==> config.mk <==
export PLATFORM = sky130hd
export DESIGN_NAME = bf16_addsub_unit
export DESIGN_NICKNAME = d
export VERILOG_FILES = /design/src/rtl/bf16_addsub_pkg.sv /design/src/rtl/bf16_special_case.sv /design/src/rtl/bf16_align.sv /design/src/rtl/bf16_norm_pack.sv /design/src/rtl/bf16_addsub_unit.sv
export SDC_FILE = /design/constraint.sdc
export NUM_CORES = 1
export LEC_CHECK = 0
export ABC_AREA = 1
export ABC_CLOCK_PERIOD_IN_PS = 13200
export CAP_MARGIN = 20
export CORE_ASPECT_RATIO = 0.7
export CORE_MARGIN = 2
export CORE_UTILIZATION = 50
export CTS_CLUSTER_SIZE = 8
export DETAILED_ROUTE_END_ITERATION = 10
export PLACE_DENSITY = 0.71
export SLEW_MARGIN = 10
export SYNTH_ARGS = -nofsm -noshare
export SYNTH_HDL_FRONTEND = slang
export SYNTH_SLANG_ARGS = --single-unit
==> constraint.sdc <==
create_clock -name clk -period 13.2 [get_ports clk]
set_input_delay 1.98 -clock clk [delete_from_list [all_inputs] [get_ports clk]]
set_output_delay 1.98 -clock clk [all_outputs]
set_load 0.02 [all_outputs]
==> src/rtl/bf16_addsub_pkg.sv <==
`timescale 1ns/1ps
package bf16_addsub_pkg;
  localparam int BF_EXP_W  = 8;
  localparam int BF_FRAC_W = 7;

  typedef enum logic [1:0] {
    PATH_SPECIAL = 2'd0,
    PATH_GAP     = 2'd1,
    PATH_ARITH   = 2'd2
  } addsub_path_e;
endpackage

==> src/rtl/bf16_special_case.sv <==
`timescale 1ns/1ps
module bf16_special_case #(
  parameter int EXP_W  = 8,
  parameter int FRAC_W = 7
) (
  input  logic [EXP_W+FRAC_W:0] a_i,
  input  logic [EXP_W+FRAC_W:0] b_i,
  output logic                  hit_o,
  output logic [EXP_W+FRAC_W:0] word_o
);
  localparam int W = 1 + EXP_W + FRAC_W;
  localparam logic [EXP_W-1:0] EXP_ONES = {EXP_W{1'b1}};
  localparam logic [W-1:0] QNAN = {1'b0, EXP_ONES, 1'b1, {(FRAC_W-1){1'b0}}};

  logic [EXP_W-1:0]  ea, eb;
  logic [FRAC_W-1:0] fa, fb;
  logic a_top, b_top, a_zero, b_zero, same_sign;

  assign ea = a_i[W-2 -: EXP_W];
  assign eb = b_i[W-2 -: EXP_W];
  assign fa = a_i[FRAC_W-1:0];
  assign fb = b_i[FRAC_W-1:0];
  assign a_top  = (ea == EXP_ONES);
  assign b_top  = (eb == EXP_ONES);
  assign a_zero = (ea == '0) && (fa == '0);
  assign b_zero = (eb == '0) && (fb == '0);
  assign same_sign = (a_i[W-1] == b_i[W-1]);

  always_comb begin
    hit_o  = 1'b1;
    word_o = a_i;
    if (a_top) begin
      if (fa != '0)                 word_o = a_i;
      else if (b_top)               word_o = ((fb != '0) || same_sign) ? b_i : QNAN;
      else                          word_o = a_i;
    end else if (b_top) begin
      word_o = b_i;
    end else if (a_zero) begin
      word_o = b_i;
    end else if (b_zero) begin
      word_o = a_i;
    end else begin
      hit_o  = 1'b0;
    end
  end
endmodule

==> src/rtl/bf16_align.sv <==
`timescale 1ns/1ps
module bf16_align #(
  parameter int EXP_W   = 8,
  parameter int FRAC_W  = 7,
  parameter int GAP_LIM = FRAC_W + 1
) (
  input  logic [EXP_W+FRAC_W:0] a_i,
  input  logic [EXP_W+FRAC_W:0] b_i,
  output logic                  gap_o,
  output logic [EXP_W+FRAC_W:0] gap_word_o,
  output logic [FRAC_W:0]       sig_a_o,
  output logic [FRAC_W:0]       sig_b_o,
  output logic [EXP_W-1:0]      exp_o
);
  localparam int W     = 1 + EXP_W + FRAC_W;
  localparam int SIG_W = FRAC_W + 1;
  localparam logic [EXP_W-1:0] GAP_E = EXP_W'(GAP_LIM);

  logic [EXP_W-1:0] ea, eb, mag;
  logic [SIG_W-1:0] full_a, full_b;
  logic a_ge;

  assign ea = a_i[W-2 -: EXP_W];
  assign eb = b_i[W-2 -: EXP_W];
  // hidden bit only for a nonzero exponent
  assign full_a = {(ea != '0), a_i[FRAC_W-1:0]};
  assign full_b = {(eb != '0), b_i[FRAC_W-1:0]};

  assign a_ge = (ea >= eb);
  assign mag  = a_ge ? (ea - eb) : (eb - ea);

  assign gap_o      = (mag > GAP_E);
  assign gap_word_o = a_ge ? a_i : b_i;
  assign exp_o      = a_ge ? ea : eb;
  assign sig_a_o    = a_ge ? full_a : (full_a >> mag);
  assign sig_b_o    = a_ge ? (full_b >> mag) : full_b;
endmodule

==> src/rtl/bf16_norm_pack.sv <==
`timescale 1ns/1ps
module bf16_norm_pack #(
  parameter int EXP_W  = 8,
  parameter int FRAC_W = 7
) (
  input  logic                  sign_a_i,
  input  logic                  sign_b_i,
  input  logic [FRAC_W:0]       sig_a_i,
  input  logic [FRAC_W:0]       sig_b_i,
  input  logic [EXP_W-1:0]      exp_i,
  output logic [EXP_W+FRAC_W:0] word_o,
  output logic                  flush_o
);
  localparam int SIG_W = FRAC_W + 1;
  localparam int LZ_W  = $clog2(SIG_W + 1);
  localparam logic [EXP_W:0] EXP_LIM = {1'b0, {EXP_W{1'b1}}};

  logic [SIG_W:0]    sum;
  logic [SIG_W-1:0]  dif, above, ahead;
  logic [LZ_W-1:0]   lz;
  logic [EXP_W-1:0]  lz_e, exp_dn;
  logic [EXP_W:0]    exp_up;
  logic [FRAC_W-1:0] frac_left;
  logic a_big, res_sign;

  assign sum      = {1'b0, sig_a_i} + {1'b0, sig_b_i};
  assign a_big    = (sig_a_i >= sig_b_i);
  assign dif      = a_big ? (sig_a_i - sig_b_i) : (sig_b_i - sig_a_i);
  assign res_sign = a_big ? sign_a_i : sign_b_i;

  // priority encoder: "above[i]" is set when any bit higher than i is one
  assign above[SIG_W-1] = 1'b0;
  generate
    for (genvar i = 0; i < SIG_W - 1; i++) begin : g_chain
      assign above[i] = above[i+1] | dif[i+1];
    end
  endgenerate
  assign ahead = ~above & ~dif;
  assign lz    = LZ_W'($countones(ahead));
  assign lz_e  = {{(EXP_W-LZ_W){1'b0}}, lz};

  assign exp_up    = {1'b0, exp_i} + 1'b1;
  assign exp_dn    = exp_i - lz_e;
  assign frac_left = dif[FRAC_W-1:0] << lz;

  always_comb begin
    flush_o = 1'b0;
    word_o  = '0;
    if (sign_a_i == sign_b_i) begin
      if (sum[SIG_W]) begin
        if (exp_up >= EXP_LIM)
          word_o = {sign_a_i, {EXP_W{1'b1}}, {FRAC_W{1'b0}}};
        else
          word_o = {sign_a_i, exp_up[EXP_W-1:0], sum[FRAC_W:1]};
      end else begin
        word_o = {sign_a_i, exp_i, sum[FRAC_W-1:0]};
      end
    end else begin
      if (dif == '0) begin
        flush_o = 1'b1;
      end else if ((lz != '0) && (exp_i <= lz_e)) begin
        flush_o = 1'b1;
      end else begin
        word_o = {res_sign, exp_dn, frac_left};
      end
    end
  end
endmodule

==> src/rtl/bf16_addsub_unit.sv <==
`timescale 1ns/1ps
module bf16_addsub_unit
  import bf16_addsub_pkg::*;
#(
  parameter int EXP_W  = BF_EXP_W,
  parameter int FRAC_W = BF_FRAC_W
) (
  input  logic                  clk,
  input  logic                  rst,
  input  logic                  in_valid,
  input  logic [EXP_W+FRAC_W:0] op_a,
  input  logic [EXP_W+FRAC_W:0] op_b,
  input  logic                  sub_sel,
  output logic                  out_valid,
  output logic [EXP_W+FRAC_W:0] result
);
  localparam int W = 1 + EXP_W + FRAC_W;
  localparam logic [EXP_W-1:0] EXP_ONES = {EXP_W{1'b1}};
  localparam logic [W-1:0] QNAN = {1'b0, EXP_ONES, 1'b1, {(FRAC_W-1){1'b0}}};

  logic [W-1:0]      b_eff, spec_word, gap_word, arith_word, next_word;
  logic              spec_hit, gap_hit, flush;
  logic [FRAC_W:0]   sig_a, sig_b;
  logic [EXP_W-1:0]  exp_r;
  addsub_path_e      path;

  assign b_eff = {op_b[W-1] ^ sub_sel, op_b[W-2:0]};

  bf16_special_case #(.EXP_W(EXP_W), .FRAC_W(FRAC_W)) u_special (
    .a_i(op_a), .b_i(b_eff), .hit_o(spec_hit), .word_o(spec_word)
  );

  bf16_align #(.EXP_W(EXP_W), .FRAC_W(FRAC_W), .GAP_LIM(FRAC_W + 1)) u_align (
    .a_i(op_a), .b_i(b_eff), .gap_o(gap_hit), .gap_word_o(gap_word),
    .sig_a_o(sig_a), .sig_b_o(sig_b), .exp_o(exp_r)
  );

  bf16_norm_pack #(.EXP_W(EXP_W), .FRAC_W(FRAC_W)) u_norm (
    .sign_a_i(op_a[W-1]), .sign_b_i(b_eff[W-1]), .sig_a_i(sig_a), .sig_b_i(sig_b),
    .exp_i(exp_r), .word_o(arith_word), .flush_o(flush)
  );

  always_comb begin
    if (spec_hit)     path = PATH_SPECIAL;
    else if (gap_hit) path = PATH_GAP;
    else              path = PATH_ARITH;
    case (path)
      PATH_SPECIAL: next_word = spec_word;
      PATH_GAP:     next_word = gap_word;
      default:      next_word = arith_word;
    endcase
  end

  always_ff @(posedge clk) begin
    if (rst) begin
      out_valid <= 1'b0;
      result    <= '0;
    end else begin
      out_valid <= in_valid;
      if (in_valid) result <= next_word;
    end
  end

  // valid propagates in one cycle, result holds while idle
  a_r11_valid_follows: assert property (@(posedge clk) disable iff (rst)
    in_valid |=> out_valid);
  a_r11_idle_hold: assert property (@(posedge clk) disable iff (rst)
    !in_valid |=> (!out_valid && $stable(result)));

  // reset clears the output register
  a_r12_reset_clears: assert property (@(posedge clk)
    rst |=> (!out_valid && result == '0));

  // opposite infinities give the canonical NaN
  a_r3_inf_clash: assert property (@(posedge clk) disable iff (rst)
    (in_valid && op_a[W-2:0] == {EXP_ONES, {FRAC_W{1'b0}}} &&
     b_eff[W-2:0] == {EXP_ONES, {FRAC_W{1'b0}}} && (op_a[W-1] != b_eff[W-1]))
    |=> (result == QNAN));

  // a flushed difference is always +0
  a_r9_flush_positive: assert property (@(posedge clk) disable iff (rst)
    (in_valid && !spec_hit && !gap_hit && flush) |=> (result == '0));

  // finite operands never yield a NaN
  a_r7_no_nan_from_finite: assert property (@(posedge clk) disable iff (rst)
    (in_valid && !spec_hit) |=>
    !((result[W-2 -: EXP_W] == EXP_ONES) && (result[FRAC_W-1:0] != '0)));
endmodule

# [After elaboration in Yosys (flattened, before gate mapping)]
# Cells that the tools add are included.
[classes] add_sub_neg=14 muxes=25 n_reduce_logical=15 shifts=3 bitwise_logic=10 magnitude_cmp=5 n_eq_ne=4
[ops] operator="2-to-1 mux 16 bit" count=10
[ops] operator="2-to-1 mux 8 bit" count=5
[ops] operator="one-hot mux 16 bit (2 select lines)" count=1
[ops] operator="subtractor 8 bit" count=4
[ops] operator="2-to-1 mux 15 bit" count=2
[ops] operator="logical NOT 8 bit" count=3
[ops] operator="== test 8 bit (second input constant)" count=2
[ops] operator=">= comparator 8 bit" count=2
[ops] operator="nonzero test 8 bit" count=2
[ops] operator="right shift 8 x 8 -> 8 bit" count=2
[ops] operator="logical NOT 7 bit" count=2
[ops] operator="nonzero test 7 bit" count=2
[ops] operator="adder 4 bit" count=3
[ops] operator="adder 8 x 1 -> 9 bit (second input constant)" count=1
[ops] operator="adder 8 x 8 -> 9 bit" count=1
[ops] operator=">= comparator 9 x 8 -> 1 bit (second input constant)" count=1
[ops] operator="adder 1 x 1 -> 2 bit" count=4
[ops] operator="bitwise AND 8 bit" count=1
[ops] operator="greater-than comparator 8 x 4 -> 1 bit (second input constant)" count=1
[ops] operator="<= comparator 8 x 4 -> 1 bit" count=1
[ops] operator="inverter 7 -> 8 bit" count=1
[ops] operator="inverter 8 bit" count=1
[ops] operator="subtractor 8 x 4 -> 8 bit" count=1
[ops] operator="<< shifter 7 x 4 -> 7 bit" count=1
[ops] operator="other kinds (10)" count=22
[word_totals] ff_bits=17 out_inout_bits=17 word_cells=78 input_bits=36

# [Longest topological paths before layout]
[logic_depth] word_depth=23 mapped_depth=60 ltp_nobuf=59

# [By module]
# A second synthesis with hierarchy kept.
[hier_totals] hier_cells=1191 hier_area_um2=6377.4
[by_module_without_submodules] module="bf16_norm_pack" seq_area_each_um2=0.0 instances=1 cells_per_inst=509 area_each_um2=2731.4
[by_module_without_submodules] module="bf16_align" seq_area_each_um2=0.0 instances=1 cells_per_inst=373 area_each_um2=1864.3
[by_module_without_submodules] module="bf16_addsub_unit" seq_area_each_um2=340.3 instances=1 cells_per_inst=161 area_each_um2=1018.5
[by_module_without_submodules] module="bf16_special_case" seq_area_each_um2=0.0 instances=1 cells_per_inst=148 area_each_um2=763.2

# [Worst setup path before layout]
# OpenSTA, ideal clock, no wires.
[synth_path] path_kind="input -> register" startpoint="in op_a[7]" endpoint="reg result[6]" path_stages=56 required_ns=13.130 setup_time_ns=0.070 path_buffers=2 setup_slack_ns=3.739 arrival_ns=9.391 path_cell_list="inv_1 -> ha_1 -> fa_1 -> inv_1 -> nand3_1 -> nand2_1 -> nand2_1 -> nand3_4 -> inv_2 -> nand2_1 -> nand2_1 -> xor2_1 -> nor2_2 -> nand2_4 -> inv_2 -> buf_6 -> nand3_1 -> nand3_1 -> (+20 left out) -> fa_1 -> inv_1 -> ha_1 -> fa_1 -> inv_1 -> nand2_1 -> nand2_1 -> nor2_1 -> nand2_1 -> nand2_1 -> nand2_1 -> nand2_2 -> nand2_2 -> nor2_2 -> nand3_1 -> nand2_1 -> nand2_1 -> a21oi_1"
[synth_between] elab_chain_len=23 word_cells_on_any_way=59 classes_between="13 x add/sub; 5 x order compare; 2 x eq/ne; 3 x shift; 20 x mux; 9 x bitwise; 7 x reduce/logical"
[synth_rtl] item="from (decl)" line_no="bf16_addsub_unit.sv:11" rtl="input logic [EXP_W+FRAC_W:0] op_a,"
[synth_rtl] item="subtractor 8 bit / >= comparator 8 bit (equally long branches)" line_no="bf16_align.sv:30, bf16_align.sv:29"
[synth_rtl] item="2-to-1 mux 8 bit" line_no="bf16_align.sv:30" rtl="assign mag = a_ge ? (ea - eb) : (eb - ea);"
[synth_rtl] item="right shift 8 x 8 -> 8 bit, on equally long branches" line_no="bf16_align.sv:36, bf16_align.sv:35"
[synth_rtl] item="2-to-1 mux 8 bit, on equally long branches" line_no="bf16_align.sv:36, bf16_align.sv:35"
[synth_rtl] item="subtractor 8 bit / >= comparator 8 bit (equally long branches)" line_no="bf16_norm_pack.sv:28, bf16_norm_pack.sv:27"
[synth_rtl] item="2-to-1 mux 8 bit" line_no="bf16_norm_pack.sv:28" rtl="assign dif = a_big ? (sig_a_i - sig_b_i) : (sig_b_i - sig_a_i);"
[synth_rtl] item="OR 1 bit (6 in series)" line_no="bf16_norm_pack.sv:35" rtl="assign above[i] = above[i+1] | dif[i+1];"
[synth_rtl] item="inverter 7 -> 8 bit" line_no="bf16_norm_pack.sv:38" rtl="assign ahead = ~above & ~dif;"
[synth_rtl] item="bitwise AND 8 bit" line_no="bf16_norm_pack.sv:38"
[synth_rtl] item="adder 1 x 1 -> 2 bit (not written as such)" line_no="bf16_norm_pack.sv:39" rtl="assign lz = LZ_W'($countones(ahead));"
[synth_rtl] item="adder 4 bit (not written as such) (2 in series)" line_no="bf16_norm_pack.sv:39"
[synth_rtl] item="<= comparator 8 x 4 -> 1 bit / nonzero test 4 bit (equally long branches)" line_no="bf16_norm_pack.sv:61" rtl="end else if ((lz != '0) && (exp_i <= lz_e)) begin"
[synth_rtl] item="logical AND 1 bit" line_no="bf16_norm_pack.sv:61"
[synth_rtl] item="2-to-1 mux 16 bit" line_no="bf16_norm_pack.sv:61"
[synth_rtl] item="2-to-1 mux 16 bit" line_no="bf16_norm_pack.sv:59" rtl="if (dif == '0) begin"
[synth_rtl] item="2-to-1 mux 16 bit" line_no="bf16_norm_pack.sv:49" rtl="if (sign_a_i == sign_b_i) begin"
[synth_rtl] item="one-hot mux 16 bit (2 select lines) *" line_no="bf16_addsub_unit.sv:47" rtl="case (path)"
[synth_rtl] item="to (signal assigned)" line_no="bf16_addsub_unit.sv:60" rtl="if (in_valid) result <= next_word;"
[synth_rtl] item="to (decl)" line_no="bf16_addsub_unit.sv:15" rtl="output logic [EXP_W+FRAC_W:0] result"
# Mark *: on every way between the ends. The rest lies on a longest branch, timed or not.
# A chain may end at the register's enable or synchronous reset.

# [Worst setup path in the final report]
[layout_path] startpoint="in op_a[12]" endpoint="reg result[14]"
# Same word-level chain as after synthesis.

==> impl_metrics.toml <==
[synth]
synth_seq_cells = 17
synth_fp_nets = 1046
netlist-cell-type-count = 45
synthFlopType = "sky130_fd_sc_hd__dfxtp_1"
synth-edff-count = 0
synth.cell_area_um2 = 5320
synth-warning-count = 0
avg_synthesized_cell_area_um2 = 5.57
async_flop_share_pct = 0
netlist_instances = 955
synth_sequential_area_ratio_pct = 6.40

[timing]
report.final.slew_viol_count = 0
finClkSkew_ns = 0
grt_setup_unrepaired = "no"
layout_min_cycle_time_ns = 11.85
final.period_utilization_pct = 89.8
max_slew.worst_pin.slew_ns = 0.950
tns_ns = 0
hold_viol = 0
final.setup.worst_slack_ns = 1.35
timing.max_slew.rel_slack_pct = 36.4
finalSetupViolations = 0
timing.fmax_ghz = 0.0844
final.hold.worst_slack_ns = 0.475

[placed_design]
place_ws_ns = 1.37
place_hpwl_um = 14000
gp_congestion = 0.990
detailed_place.area_um2 = 5860
number_of_buffers_inserted_by_port_buffering = 52
placed_cells_incl_taps = 1112

[clock_tree]
holdBufCountCts = 0
clock_insertion_delay_worst_skew_ns = 0.25
tritoncts = "built"
clk_path_buf_depth = 2
cts_root_buf = "sky130_fd_sc_hd__clkbuf_16"
tritoncts_num_sinks = 17
cts_inserted_buffers = 3
cts_setup_buffers = 0
cts-htree-levels = 1
cts_resized = 0
cts_clk_pin_slew_worst_paths_ns = 0.05

[floorplan]
std_cell_rows = 31
die-width_um = 127
die_area_um2 = 11500
die-height_um = 90.3
fp.coreArea_um2 = 10400
floorplan.initialDensity_pct = 51.3
top_level_ports = 53

[power]
power_density_nw_per_um2 = 162
ir_drop_v = 0.000120
total_power_consumption_mw = 0.964
leakagePower_nw = 3.04

[cells_and_area]
drive_gt1_share_pct = 5.28
nNetsFinal = 1076
antennaDiodeCount = 0
fin_cells = 1116
area_delta_synth_final_pct = 11.6
final_cell_area_um2 = 5940
postLayoutCoreUtil_pct = 57.3

[status]
outcome = "complete, no violations"

[routing]
first_pass_iteration_count_of_the_detailed_router = 5
drt_drc_violations_left = 0
route.final.wire_length_um = 17500
route.detailed.vias_per_inst = 5.79
postRouteAntennaNets = 0
wire_per_inst_um = 15.6
detail_route.iter0.violations = 763
route.vias.total = 6460

[global_routing]
grt.overflow.total = 0
via_count_of_the_first_global_routing_pass = 5858
largest_net_degree_at_the_start_of_global_routing = 36
grt_pass1_wl_um = 28500
gr-usage-all-layers_pct = 30.0
antenna_violations_before_repair = 0

[setup_path]
setup.worst_path.end_class = "flop"
cp_max_fo = 35
path_class = "input pin to flop"
worstPathBufferInverterCount = 11
crit_required_ns = 13.38
worstSetupStartpointType = "input pin"
worst_path_max_delay_cell = "sky130_fd_sc_hd__fa_1"
max_stage_delay_ns = 0.65
cpMostUsedCell = "sky130_fd_sc_hd__nand2_1"
cp_data_arrival_time_ns = 12.03
timing.critical_path.max_delay_family = "simple AND/OR/NAND/NOR gates"

[worst_hold_path]
worstHoldPathType = "flop to flop"

[run]
max_cap_viol_count = 0
==> kinds of logic after synthesis <==
logic type | after synthesis | share of synthesized area (%)
buf+inv | 168 | 12.8
fa+ha+maj | 55 | 14.4
flops | 17 | 6.40
compound gates | 183 | 20.9
simple gates | 507 | 41.5
xor+xnor | 25 | 4.12
==> cells in the final DEF, fill, tap and decap left out, drive strengths merged, types with 15 or more instances in the layout <==
master and n:
nor2 80, dfxtp 17, a21oi 63, clkdlybuf4s50 52
nand2 288, nand3 102, inv 137, nor3 15
o21ai 65, ha 45, xor2 18
==> per-layer routing <==
layer  track usage (%)  vias to the layer above  wire length (um)
li1                  -                     3192                 -
met1              45.5                     2879              8350
met2              45.2                      371              7100
met3              4.68                       18              1820
met4              4.76                        0               175
met5                 0                        -                 0
==> registers in the layout, summed over array words and instances, names as in the netlist <==
name,flops
out_valid,1
result,16
==> Yosys cell counts (12+ instances only) <==
cell | n | area (um^2)
sky130_fd_sc_hd__nand2_1 | 275 | 1030
sky130_fd_sc_hd__inv_1 | 128 | 480
sky130_fd_sc_hd__nand3_1 | 99 | 495
sky130_fd_sc_hd__nor2_1 | 73 | 274
sky130_fd_sc_hd__a21oi_1 | 58 | 290
sky130_fd_sc_hd__o21ai_0 | 53 | 265
sky130_fd_sc_hd__ha_1 | 45 | 563
sky130_fd_sc_hd__xor2_1 | 18 | 158
sky130_fd_sc_hd__dfxtp_1 | 17 | 340
sky130_fd_sc_hd__nor3_1 | 15 | 75.1
sky130_fd_sc_hd__nand4_1 | 13 | 81.3
sky130_fd_sc_hd__o21bai_1 | 13 | 97.6
sky130_fd_sc_hd__clkbuf_1 | 12 | 45.0
==> cell type report <==
type                            instances  area (um^2)
Timing Repair Buffer                   53          528
Clock buffer                            3         75.1
Clock inverter                          1         5.00
Fill cell                            1056         4420
Multi-Input combinational cell        770         4300
Sequential cell                        17          340
Inverter                              140          526
Tap cell                              132          165
==> worst paths after layout <==
path / from / endpoint / slack (ns) / depth (start not counted)
worst max register to register: result[3] / result[3] / 12.52 / 2
worst max-delay path: op_a[12] / result[14] / 1.35 / 54
worst min register to register: result[9] / result[9] / 0.48 / 2
worst min-delay path: result[9] / result[9] / 0.48 / 2
==> tightest hold or removal path, cell delays in order (launching register included) <==
cell and delay [ns]:
sky130_fd_sc_hd__dfxtp_1 0.31, sky130_fd_sc_hd__nand2_1 0.06, sky130_fd_sc_hd__a21oi_1 0.06
==> power breakdown <==
| part | total (mW) | leakage, nW | internal, mW | switching, mW |
|---|---|---|---|---|
| clock | 0.0625 | 0.0409 | 0.0406 | 0.0219 |
| sequential | 0.0598 | 0.141 | 0.0567 | 0.00307 |
| combinational | 0.842 | 2.86 | 0.283 | 0.558 |
Note: power is estimated with default switching activity, not from simulation.
